$ cat config.mk
export PLATFORM = sky130hd
export DESIGN_NAME = speed_pwm_gen
export DESIGN_NICKNAME = d
export VERILOG_FILES = /design/src/rtl/speed_pwm_gen.sv
export SDC_FILE = /design/constraint.sdc
export NUM_CORES = 1
export LEC_CHECK = 0
export BUFFER_PORTS_ARGS = -buffer_cell sky130_fd_sc_hd__buf_2
export CAP_MARGIN = 40
export CORE_ASPECT_RATIO = 0.9
export CORE_MARGIN = 2
export CORE_UTILIZATION = 45
export DETAILED_ROUTE_END_ITERATION = 16
export PLACE_DENSITY = 0.61
export SYNTH_ARGS = -nofsm -noshare
export SYNTH_HDL_FRONTEND = slang
export SYNTH_SLANG_ARGS = --single-unit
export TNS_END_PERCENT = 100
$ cat constraint.sdc
create_clock -name clk -period 9.43 [get_ports clk]
set_clock_uncertainty 0.2 [all_clocks]
set_input_delay 0.4715 -clock clk [delete_from_list [all_inputs] [get_ports clk]]
set_output_delay 0.4715 -clock clk [all_outputs]
set_load 0.05 [all_outputs]
$ cat src/rtl/speed_pwm_gen.sv
module speed_pwm_gen #(
  parameter int PW         = 16,
  parameter int CLK_HZ     = 10_000_000,
  parameter int MAX_PWM_HZ = 100_000
) (
  input  logic              clk,
  input  logic              rst_n,
  input  logic signed [7:0] cmd_i,
  input  logic              mode_i,
  input  logic              stop_i,
  input  logic [PW-1:0]     period_i,
  output logic              dir_o,
  output logic              en_o
);
  localparam int            MIN_TICKS = (CLK_HZ + MAX_PWM_HZ - 1) / MAX_PWM_HZ;
  localparam logic [PW-1:0] MIN_TOP   = PW'(MIN_TICKS - 1);
  localparam int            HW        = PW + 1;
  localparam int            MW        = PW + 10;

  logic [PW-1:0] cnt, per_q;
  logic [HW-1:0] hi_q;
  logic          mode_q, fwd_q;

  logic          wrap;
  logic [PW-1:0] top_nx;
  logic [7:0]    mag;
  logic [8:0]    sm_code, lap_code, code;
  logic [MW-1:0] prod;
  logic [HW-1:0] hi_nx;
  logic          pwm;

  assign wrap     = (cnt == per_q);
  assign top_nx   = (period_i < MIN_TOP) ? MIN_TOP : period_i;
  assign mag      = cmd_i[7] ? 8'(-cmd_i) : 8'(cmd_i);
  assign sm_code  = (mag >= 8'd127) ? 9'd256 : {mag, 1'b0};
  assign lap_code = (cmd_i == 8'sd127) ? 9'd256 : 9'd128 + {cmd_i[7], cmd_i};
  assign code     = mode_i ? lap_code : sm_code;
  assign prod     = MW'(code) * (MW'(top_nx) + MW'(1));
  assign hi_nx    = HW'(prod >> 8);
  assign pwm      = ({1'b0, cnt} < hi_q);

  always_ff @(posedge clk) begin
    if (!rst_n) begin
      cnt    <= MIN_TOP;
      per_q  <= MIN_TOP;
      hi_q   <= '0;
      mode_q <= 1'b0;
      fwd_q  <= 1'b0;
      dir_o  <= 1'b0;
      en_o   <= 1'b0;
    end else begin
      cnt <= wrap ? '0 : cnt + 1'b1;
      if (wrap) begin
        per_q  <= top_nx;
        hi_q   <= hi_nx;
        mode_q <= mode_i;
        fwd_q  <= ~cmd_i[7];
      end
      dir_o <= mode_q ? pwm : fwd_q;
      en_o  <= !stop_i && (mode_q || pwm);
    end
  end
endmodule

# After elaboration in Yosys (flattened, before gate mapping)
# Cells that the tools add are included.
word_totals:
  reg_bits: 53
  latchBits: 0
  ram_bits: 0
  romBits: 0
  input_bits: 28
  out_inout_bits: 2
  word_cells: 31
  mem_count: 0
op_classes:
  addsub: 4
  mul: 1
  div: 0
  order_cmp: 3
  n_eq_ne: 2
  n_shift: 0
  muxes: 7
  bitwise: 2
  reduce_logical: 4
ops:
  columns: ["op", "n"]
  rows:
  - ["2-to-1 mux 9 bit", 3]
  - ["multiplier 9 x 17 -> 25 bit", 1]
  - ["adder 16 x 1 -> 17 bit, second input constant", 1]
  - ["< comparator 16 x 17 -> 1 bit", 1]
  - ["adder 16 x 1 -> 16 bit, second input constant", 1]
  - ["equality test 16 bit", 1]
  - ["< comparator 16 x 7 -> 1 bit, second input constant", 1]
  - ["2-to-1 mux 16 bit", 1]
  - ["adder 8 x 9 -> 9 bit, first input constant", 1]
  - ["equality test 8 bit, second input constant", 1]
  - [">= comparator 8 x 7 -> 1 bit, second input constant", 1]
  - ["2-to-1 mux 8 bit", 1]
  - ["negator 8 bit", 1]
  - ["2-to-1 mux 7 bit", 1]
  - ["NOT 1 bit", 2]
  - ["OR reduction 2 bit", 1]
  - ["logical AND 1 bit", 1]
  - ["zero test 1 bit", 1]
  - ["logical OR 1 bit", 1]
  - ["2-to-1 mux 1 bit", 1]

# Depth between registers and ports, before layout
# Gate-level depths: netlist of run 1.
depth:
  word_depth: 6
  ltp_mapped: 29
  mapped_depth_nobuf: 27

# Worst setup path before layout of run 1
# Ideal clock, no wire load.
synth_timing:
  kind: "input to register"
  startpoint: "input port period_i[7]"
  endpoint: "register hi_q[15]"
  setup_ns: 0.128
  t_arrival_ns: 6.584
  required_ns: 9.102
  setup_slack_ns: 2.517
  stages: 27
  n_path_buf: 1
  cell_sequence: "clkbuf_1 nor4_1 o2111a_1 nor2_1 inv_1 ha_1 nand2_1 nor3_1 and2_1 and3_1 xor2_1 nand2_1 fa_1 inv_1 fa_1 fa_1 inv_1 fa_1 inv_1 ha_1 and3_1 and3_1 and3_1 o211ai_1 a31oi_1 mux2i_1 o211ai_1"
synth_via:
  elab_chain_len: 4
synth_lines:
  columns: ["item", "line", "text"]
  rows:
  - ["start, declared", "11", "input logic [PW-1:0] period_i,"]
  - ["< comparator 16 x 7 -> 1 bit", "33", "assign top_nx = (period_i < MIN_TOP) ? MIN_TOP : period_i;"]
  - ["2-to-1 mux 16 bit", "33", null]
  - ["net top_nx[0]", "25", "logic [PW-1:0] top_nx;"]
  - ["adder 16 x 1 -> 17 bit", "38", "assign prod = MW'(code) * (MW'(top_nx) + MW'(1));"]
  - ["multiplier 9 x 17 -> 25 bit", "38", null]
  - ["end signal, assigned", "55", "hi_q <= hi_nx;"]
  - ["end, declared", "21", "logic [HW-1:0] hi_q;"]
# The timed path passes the listed nets, and every way through them passes these cells.
# A chain may end at the register's enable or synchronous reset.

# Worst setup path after layout of run 1
layout_timing:
  startpoint: "input port period_i[8]"
  endpoint: "register hi_q[15]"
# The elaborated chain is that of the path after synthesis.

==> results.yml, run 1 <==
logic_synthesis:
  synth_most_common_cell: "inv_1"
  synth_top_area_share: 0.268
  synthArstFlopShare: 0
  synthCells: 942
  synth_top_flop_cell: "dfxtp_1"
  synth_area_leader_cell: "fa_1"
  yosys_warnings: 0
  synth_area_leaders: "fa_1 27%, dfxtp_1 14%, ha_1 9.5%"
  synth_cell_types: 62
  ys_ff_latch: 53
  synth_edf_count: 0
  ys_seq_area_frac: 0.137
  synth_nets: 1133
  ys_top_cells_by_count: "144 x inv_1, 134 x nor2_1, 104 x fa_1, 89 x nand2_1, 59 x ha_1"
  avgSynthCellArea_um2: 8.25
  synth_area_mm2: 0.00777
worst_setup_path:
  slowest_stage: "fa_1"
  reg2regPathDepth: 6
  crit_required_ns: 9.39
  timing.rr.end: "hi_q[5]$_SDFFE_PN0N_"
  cp.depth: 27
  cp-endpoint: "hi_q[15]$_SDFFE_PN0N_"
  crit_path_end_kind: "flop"
  crit_buf_inv: 5
  cp-startpoint: "period_i[8]"
  start_kind: "primary input"
  cp_top_family: "adder cells"
  path_class: "primary input to flop"
  r2r-start: "cnt[10]$_SDFF_PP0_"
  regToRegSetupSlack_ns: 6.68
  crit_fanout: 8
  max_stage_delay_ns: 0.55
  cp.arrival_ns: 7.74
cts:
  path_clk_slew_ns: 0.07
  cts_resized: 0
  cts_tree: "built"
  cts-root-buf: "clkbuf_16"
  clk_latency_ns: 0.29
  cts_hold_buf: 0
  clockBufferDepth: 2
  cts_setup_buffers: 0
  numClockSinks: 53
  cts_htree_levels: 2
  numCtsBuffers: 5
die:
  die_x_um: 143
  core-area_mm2: 0.0169
  die_area_mm2: 0.0183
  pin_count: 30
  fp-row-count: 45
  die_y_um: 129
  initial_core_util: 0.460
timing:
  worst_hold_slack_ns: 0.127
  rsz0062_at_grt: "no"
  relSlewSlack: 0.479
  tightest_slew_ns: 0.782
  max_freq_mhz: 128
  setup_viol: 0
  drv_slew: 0
  hold_viol: 0
  fin_setup_tns_ns: 0
  period_share: 0.826
  fin_crit_ns: 7.79
route:
  post_drt_via_cell_ratio: 5.39
  wl_per_cell_um: 16.5
  drtIter0Drc: 304
  drc_errors: 0
  ant_nets: 0
  route.vias.total: 6300
  drt-total-wl_um: 19300
  first_pass_iters: 5
power:
  vdd_drop_max_mv: 0.137
  p_int_mw: 1.06
  powerDensity_mw_per_mm2: 262
  switching_share: 0.512
  combPwrFrac: 0.758
  p_switching_mw: 1.11
  p_seq_frac: 0.155
  clockPowerShare: 0.086
  p_leak_nw: 3.90
layout:
  n_antenna_cell: 0
  drive_gt1_frac: 0.0669
  fin_nets: 1147
  flow.area_growth_from_synthesis_pct: 6.79
  final_util: 0.491
global_routing:
  grt_start_max_net_pins: 27
  track_usage: 0.225
  grt_remaining_overflow: 0
  grt_pass1_wl_um: 32600
  grt_pass1_vias: 6191
  antenna_found_initial: 0
status:
  outcome: "complete, no violations"
flow_run:
  maxCapViolCount: 0
hold_path:
  min-delay-path-class: "primary input to flop"
placed_design:
  place.gp.congestion: 0.875
  dp_hpwl_um: 16100
  io_buffers: 29
==> logic make-up (layout without fill, tap and decap cells) <==
family                     Yosys count  count (layout)  synth area share
muxes                               15              15            0.0193
xor gates and xnor gates            65              65            0.0733
adders and majority gates          163             163             0.363
DFF                                 53              53             0.137
AOI/OAI and AO/OA                  122             122             0.111
and+or+nand+nor                    348             348             0.210
buffers and inverters              176             191            0.0866
==> sequential cells by signal, summed over array words and instances (netlist names) <==
register  cells
cnt          16
dir_o         1
en_o          1
fwd_q         1
hi_q         17
mode_q        1
per_q        16
==> routing by layer <==
layer  share of wire  vias to the layer above  wire [µm]  track usage
met3           0.042                       13        804       0.0223
met2            0.47                      145       9050        0.367
li1                -                     3062          -            -
met1            0.48                     3080       9220        0.332
met5               0                        -          0            0
met4           0.012                        0        230       0.0320
==> cell usage in the layout, fill, tap and decap left out, types with 9 or more instances in the layout <==
master and n:
a21o_1 14, a21oi_1 25, and3_1 12, buf_2 29
buf_4 9, dfxtp_1 53, fa_1 104, ha_1 59
inv_1 144, mux2i_1 15, nand2_1 89, nand2b_1 23
nand3_1 21, nand4_1 13, nor2_1 134, o21ai_0 21
xnor2_1 40, xor2_1 25
==> area by class of cell <==
class | count | area [µm²]
tap | 211 | 264
fill | 1682 | 8590
inverter | 144 | 541
timing repair buffer | 39 | 224
clock buffer | 6 | 139
multi-input combinational | 713 | 6060
clock inverter | 2 | 13.8
sequential | 53 | 1060
==> how the worst min path moves through the flow <==
stage,start,endpoint,depth (start not counted)
6_report,stop_i,en_o$_SDFF_PN0_,2
5_1_grt,stop_i,en_o$_SDFF_PN0_,2
4_1_cts,stop_i,en_o$_SDFF_PN0_,2
3_5_place_dp,hi_q[2]$_SDFFE_PN0N_,hi_q[2]$_SDFFE_PN0N_,2
3_3_place_gp,hi_q[0]$_SDFFE_PN0N_,hi_q[0]$_SDFFE_PN0N_,2
2_1_floorplan,hi_q[0]$_SDFFE_PN0N_,hi_q[0]$_SDFFE_PN0N_,2
==> metrics by stage <==
step / setup WS [ns] / std cells / power, mW / area [µm²]
floorplan: 2.52 / 942 / 1.58 / 7770
global placement: 1.68 / 1158 / 1.98 / 8130
detailed placement: 1.39 / 1160 / 1.99 / 8150
CTS: 1.69 / 1168 / 2.19 / 8300
global route: 1.12 / 1168 / 2.42 / 8300
finish: 1.64 / 1168 / 2.17 / 8300
==> power by group through the flow <==
| stage | Clock [mW] | Combinational, mW | Sequential, mW |
|---|---|---|---|
| final | 0.188 | 1.65 | 0.338 |
| after global routing | 0.202 | 1.87 | 0.348 |
| after CTS | 0.192 | 1.66 | 0.337 |
| after detailed placement | 0 | 1.65 | 0.342 |
| after global placement | 0 | 1.64 | 0.341 |
| after floorplan | 0 | 1.24 | 0.337 |
No activity file was read; power rests on OpenSTA's default activity.
==> run 2, diff against run 1 <==
--- a/config.mk
+++ b/config.mk
@@ -11,7 +11,7 @@
 export CORE_MARGIN = 2
 export CORE_UTILIZATION = 45
 export DETAILED_ROUTE_END_ITERATION = 16
-export PLACE_DENSITY = 0.61
+export PLACE_DENSITY = 0.63
 export SYNTH_ARGS = -nofsm -noshare
 export SYNTH_HDL_FRONTEND = slang
 export SYNTH_SLANG_ARGS = --single-unit
==> constraint.sdc (replaced) <==
create_clock -name clk -period 6.4 [get_ports clk]
set_clock_uncertainty 0.2 [all_clocks]
set_input_delay 0.32 -clock clk [delete_from_list [all_inputs] [get_ports clk]]
set_output_delay 0.32 -clock clk [all_outputs]
set_load 0.05 [all_outputs]
==> run 2 against run 1 <==
First-iteration DRC count increased by 31%; combinational power increased by 82%; count of clock-buffer cells in the layout unchanged; cell area increased by 15%; power increased by 76%; register-to-register slack got worse by 3.3 ns; via count increased by 8.7%; core utilization increased by 7.5 points; highest routed layer unchanged.
==> results.yml, run 2 (synthesis results as in run 1) <==
worst_setup_path:
  cp.depth: 29
  crit_buf_inv: 7
  crit_path_end_kind: "flop"
  cp.arrival_ns: 6.12
  crit_fanout: 4
  crit_required_ns: 6.36
  slowest_stage: "fa_1"
  reg2regPathDepth: 5
  path_class: "primary input to flop"
  max_stage_delay_ns: 0.53
  cp_top_family: "adder cells"
  start_kind: "primary input"
  cpMostUsedCell: "fa_1"
status:
  outcome: "complete, no violations"
timing:
  setup_viol: 0
  relSlewSlack: 0.431
  fin_crit_ns: 6.16
  fin_ws_ns: 0.240
  drv_slew: 0
  max_freq_mhz: 162
  hold_viol: 0
  period_share: 0.963
  tightest_slew_ns: 0.848
cts:
  clk_latency_ns: 0.30
  path_clk_slew_ns: 0.07
  cts_htree_levels: 2
  cts-root-buf: "clkbuf_16"
  cts_tree: "built"
  numCtsBuffers: 5
  numClockSinks: 53
  clockBufferDepth: 2
power:
  p_leak_nw: 4.57
  total_power_mw: 3.83
  powerDensity_mw_per_mm2: 400
  vdd_drop_max_mv: 0.275
flow_run:
  maxCapViolCount: 0
global_routing:
  grt_start_max_net_pins: 32
  grt_remaining_overflow: 0
  track_usage: 0.237
  antenna_found_initial: 0
  grt_pass1_vias: 6762
  grt_pass1_wl_um: 34300
route:
  ant_nets: 0
  first_pass_iters: 5
  drc_errors: 0
  drtIter0Drc: 398
  route.vias.total: 6848
  wl_per_cell_um: 16.0
  post_drt_via_cell_ratio: 5.28
  drt-total-wl_um: 20800
layout:
  register_area_mm2: 0.00106
  regMostFlops: "hi_q"
  largest_reg_flops: 17
  multi_input_area_mm2: 0.00631
  fin_nets: 1277
  final_area_mm2: 0.00957
  n_fill_cell: 1574
  final_cell_mix: "141 x inv_1, 136 x buf_4, 132 x nor2_1"
  final_common_cell: "inv_1"
  reg_top3: "hi_q: 17 flops, cnt: 16 flops, per_q: 16 flops"
  n_antenna_cell: 0
  final_cells: 1298
  drive_gt1_frac: 0.215
  flow.area_growth_from_synthesis_pct: 23.1
hold_path:
  min_path_cells: 2
  min-delay-path-class: "primary input to flop"
die:
  core-area_mm2: 0.0169
  pin_count: 30
  initial_core_util: 0.460
  die_x_um: 143
  fp-row-count: 45
  die_area_mm2: 0.0183
  die_y_um: 129
placed_design:
  dpl-instance-area_mm2: 0.00916
  dp_hpwl_um: 17400
  place.gp.congestion: 0.930
  dp_cells: 1284
  io_buffers: 29
  dp_slack_ns: -0.396
-- run 2: changes by cell type in the layout (fill, tap and decap cells not counted), sizes merged --
cell / change
buf: +129
bufinv: +1
clkinv: -2
clkinvlp: +1
dlygate4sd3: +1
-- run 2: cell type report --
cell class / instances / area share
well taps: 211 / 0.0276
repair buffers: 169 / 0.127
inverters: 144 / 0.0565
clock buffers: 6 / 0.0145
multi-input cells: 713 / 0.659
flip-flops and latches: 53 / 0.111
clock inverters: 2 / 0.00392
-- run 2: timing repair --
item	CTS	global route
endpoints found under the setup margin	5	14
setup buffers	1	4
pin swaps	1	23
hold buffers	1	0
endpoints found under the hold margin	1	0
resized for setup	2	33
-- run 2: report_power, final --
| part | internal (mW) | leakage (nW) | switching, mW |
|---|---|---|---|
| Combinational | 1.41 | 4.06 | 1.60 |
| Clock | 0.195 | 0.0831 | 0.123 |
| Sequential | 0.431 | 0.431 | 0.0666 |
| Total | 2.04 | 4.57 | 1.79 |
-- run 2: path summary, 6_finish.rpt --
path / from / to / slack (ns)
setup reg to reg: cnt[0]$_SDFF_PN1_ / hi_q[5]$_SDFFE_PN0N_ / 3.34
hold reg to reg: hi_q[2]$_SDFFE_PN0N_ / hi_q[2]$_SDFFE_PN0N_ / 0.27
hold / removal: rst_n / per_q[5]$_SDFFE_PN1N_ / 0.18
setup / recovery: period_i[1] / hi_q[15]$_SDFFE_PN0N_ / 0.24
-- run 2: stage by stage --
stage,hold slack (ns),utilization,setup TNS [ns]
after global placement,0.258,0.542,-2.30
after floorplan,0.193,-,0
final,0.181,0.566,0
after detailed placement,0.263,0.542,-3.20
after global routing,0.185,0.566,-0.0566
after CTS,0.166,0.555,0
-- run 2: routing by layer --
metal  vias up  global-route usage  part of all wire
met5         -                   0                 0
met4         0              0.0536             0.023
met3        32              0.0298             0.044
met2       153               0.385              0.46
met1      3335               0.341              0.47
li1       3328                   -                 -
==> run 3, diff against run 2 <==
--- a/config.mk
+++ b/config.mk
@@ -9,9 +9,10 @@
 export CAP_MARGIN = 40
 export CORE_ASPECT_RATIO = 0.9
 export CORE_MARGIN = 2
-export CORE_UTILIZATION = 45
+export CORE_UTILIZATION = 26
 export DETAILED_ROUTE_END_ITERATION = 16
-export PLACE_DENSITY = 0.63
+export PLACE_DENSITY = 0.42
+export SETUP_SLACK_MARGIN = 0.4
 export SYNTH_ARGS = -nofsm -noshare
 export SYNTH_HDL_FRONTEND = slang
 export SYNTH_SLANG_ARGS = --single-unit
==> constraint.sdc (replaced) <==
create_clock -name clk -period 6.4 [get_ports clk]
set_clock_uncertainty 0.2 [all_clocks]
set_input_delay 0.96 -clock clk [delete_from_list [all_inputs] [get_ports clk]]
set_output_delay 0.96 -clock clk [all_outputs]
set_load 0.05 [all_outputs]
==> run 3 against run 2 <==
The run now ends with setup timing left; global-route usage decreased by 7.4 points; die area increased by 71%; highest routed layer unchanged; worst setup slack got worse by 0.62 ns; sequential power decreased by 0.8%; clock power decreased by 8.8%; maximum frequency decreased by 9.1%; count of clock-buffer cells in the layout unchanged; routed wire length increased by 18%; final cell count increased by 20%.
==> results.yml, run 3 (synthesis results as in run 1) <==
cts:
  clk_latency_ns: 0.30
  cts_hold_buf: 0
  clockBufferDepth: 2
  path_clk_slew_ns: 0.08
  numCtsBuffers: 5
  numClockSinks: 53
  cts_tree: "built"
  cts-root-buf: "clkbuf_16"
  cts_htree_levels: 2
placed_design:
  dpl-instance-area_mm2: 0.0101
  io_buffers: 29
  place.gp.congestion: 0.816
  dp_hpwl_um: 20900
worst_setup_path:
  slowest_stage: "fa_2"
  crit_path_end_kind: "flop"
  max_stage_delay_ns: 0.53
  timing.rr.end: "hi_q[9]$_SDFFE_PN0N_"
  path_class: "primary input to flop"
  reg2regPathDepth: 7
  crit_required_ns: 6.38
  crit_fanout: 4
  cpMostUsedCell: "and3_4"
  cp.arrival_ns: 6.76
  r2r-start: "cnt[2]$_SDFF_PP0_"
  start_kind: "primary input"
  regToRegSetupSlack_ns: 3.70
power:
  powerDensity_mw_per_mm2: 405
  clockPowerShare: 0.066
  p_switching_mw: 2.04
  switching_share: 0.463
  vdd_drop_max_mv: 0.248
  p_leak_nw: 5.06
  p_seq_frac: 0.112
  combPwrFrac: 0.823
  p_int_mw: 2.37
layout:
  n_antenna_cell: 0
  final_util: 0.368
  final_common_cell: "buf_4"
  flow.area_growth_from_synthesis_pct: 40.4
  final_cell_mix: "194 x buf_4, 126 x inv_1, 123 x nor2_1"
  largest_reg_flops: 17
  final_area_mm2: 0.0109
  reg_top3: "hi_q: 17 flops, cnt: 16 flops, per_q: 16 flops"
  regMostFlops: "hi_q"
  drive_gt1_frac: 0.324
  fin_nets: 1349
route:
  route.vias.total: 6931
  ant_nets: 0
  drc_errors: 0
  first_pass_iters: 4
  drt-total-wl_um: 24600
  drtIter0Drc: 262
  wl_per_cell_um: 15.8
  post_drt_via_cell_ratio: 4.44
global_routing:
  grt_pass1_vias: 7092
  grt_pass1_wl_um: 39400
  grt_start_max_net_pins: 28
  track_usage: 0.163
  antenna_found_initial: 0
  grt_remaining_overflow: 0
hold_path:
  min-delay-path-class: "flop to flop"
  min_path_cells: 2
  min_to: "hi_q[0]$_SDFFE_PN0N_"
  min_from: "hi_q[0]$_SDFFE_PN0N_"
timing:
  drv_slew: 0
  hold_viol: 0
  fin_crit_ns: 6.78
  rsz0062_at_grt: "yes"
  max_freq_mhz: 148
  period_share: 1.06
  tightest_slew_ns: 0.683
  setup_viol: 14
  relSlewSlack: 0.542
  fin_ws_ns: -0.378
die:
  core-area_mm2: 0.0297
  die_y_um: 168
  die_x_um: 186
  pin_count: 30
  initial_core_util: 0.262
  die_area_mm2: 0.0313
  fp-row-count: 60
status:
  violations: "setup timing"
  outcome: "finished, violations left"
flow_run:
  maxCapViolCount: 0
-- run 3: worst max-delay path, delay by kind of cell --
family	cells	cell delay, ns
buf+inv	8	0.72
mux	1	0.20
compound gates	5	1.05
simple gates	9	1.27
xor+xnor	1	0.18
fa+ha+maj	6	2.39
-- run 3: how the worst max path moves through the flow --
stage / endpoint / slack, ns / start / cells after the start
global route: hi_q[15]$_SDFFE_PN0N_ / -0.62 / period_i[0] / 30
global placement: hi_q[10]$_SDFFE_PN0N_ / -0.86 / period_i[0] / 27
CTS: hi_q[15]$_SDFFE_PN0N_ / -0.40 / period_i[1] / 29
floorplan: hi_q[15]$_SDFFE_PN0N_ / -0.28 / period_i[0] / 26
detailed placement: hi_q[10]$_SDFFE_PN0N_ / -0.87 / period_i[0] / 27
finish: hi_q[15]$_SDFFE_PN0N_ / -0.38 / period_i[0] / 30
-- run 3: what timing repair did --
item | CTS | global route
gates cloned | 0 | 0
setup buffers | 24 | 8
pin swaps | 59 | 50
resized for setup | 43 | 63
hold endpoints to repair | 0 | 0
setup endpoints to repair | 17 | 17
-- run 3: area by class of cell --
class                           count  area, µm²
Fill cell                        3101      18700
Clock inverter                      2       17.5
Sequential cell                    53       1060
Multi-Input combinational cell    713       6750
Timing Repair Buffer              241       1900
Inverter                          144        543
Clock buffer                        6        139
Tap cell                          403        504
-- run 3: per-stage QoR --
step / TNS [ns] / setup WS [ns] / hold WS, ns / std cells / power (mW)
final: -3.25 / -0.378 / 0.261 / 1562 / 4.42
after global routing: -6.50 / -0.619 / 0.297 / 1562 / 4.87
after CTS: -3.29 / -0.395 / 0.272 / 1554 / 4.26
after detailed placement: -10.46 / -0.869 / 0.259 / 1522 / 3.79
after global placement: -10.08 / -0.860 / 0.258 / 1521 / 3.79
after floorplan: -1.27 / -0.284 / 0.236 / 942 / 2.60
-- run 3: metal layers --
metal | vias to the layer above | GRT usage | part of all wire
li1 | 3472 | - | -
met1 | 3365 | 0.230 | 0.48
met2 | 75 | 0.272 | 0.48
met3 | 19 | 0.0149 | 0.019
met4 | 0 | 0.0329 | 0.016
met5 | - | 0 | 0
-- run 3: power by group through the flow --
stage          logic (mW)  clock network, mW  registers, mW
4_1_cts              3.47              0.299          0.494
2_1_floorplan        2.10                  0          0.497
3_3_place_gp         3.29                  0          0.501
6_report             3.63              0.290          0.493
5_1_grt              4.05              0.313          0.508
3_5_place_dp         3.29                  0          0.501
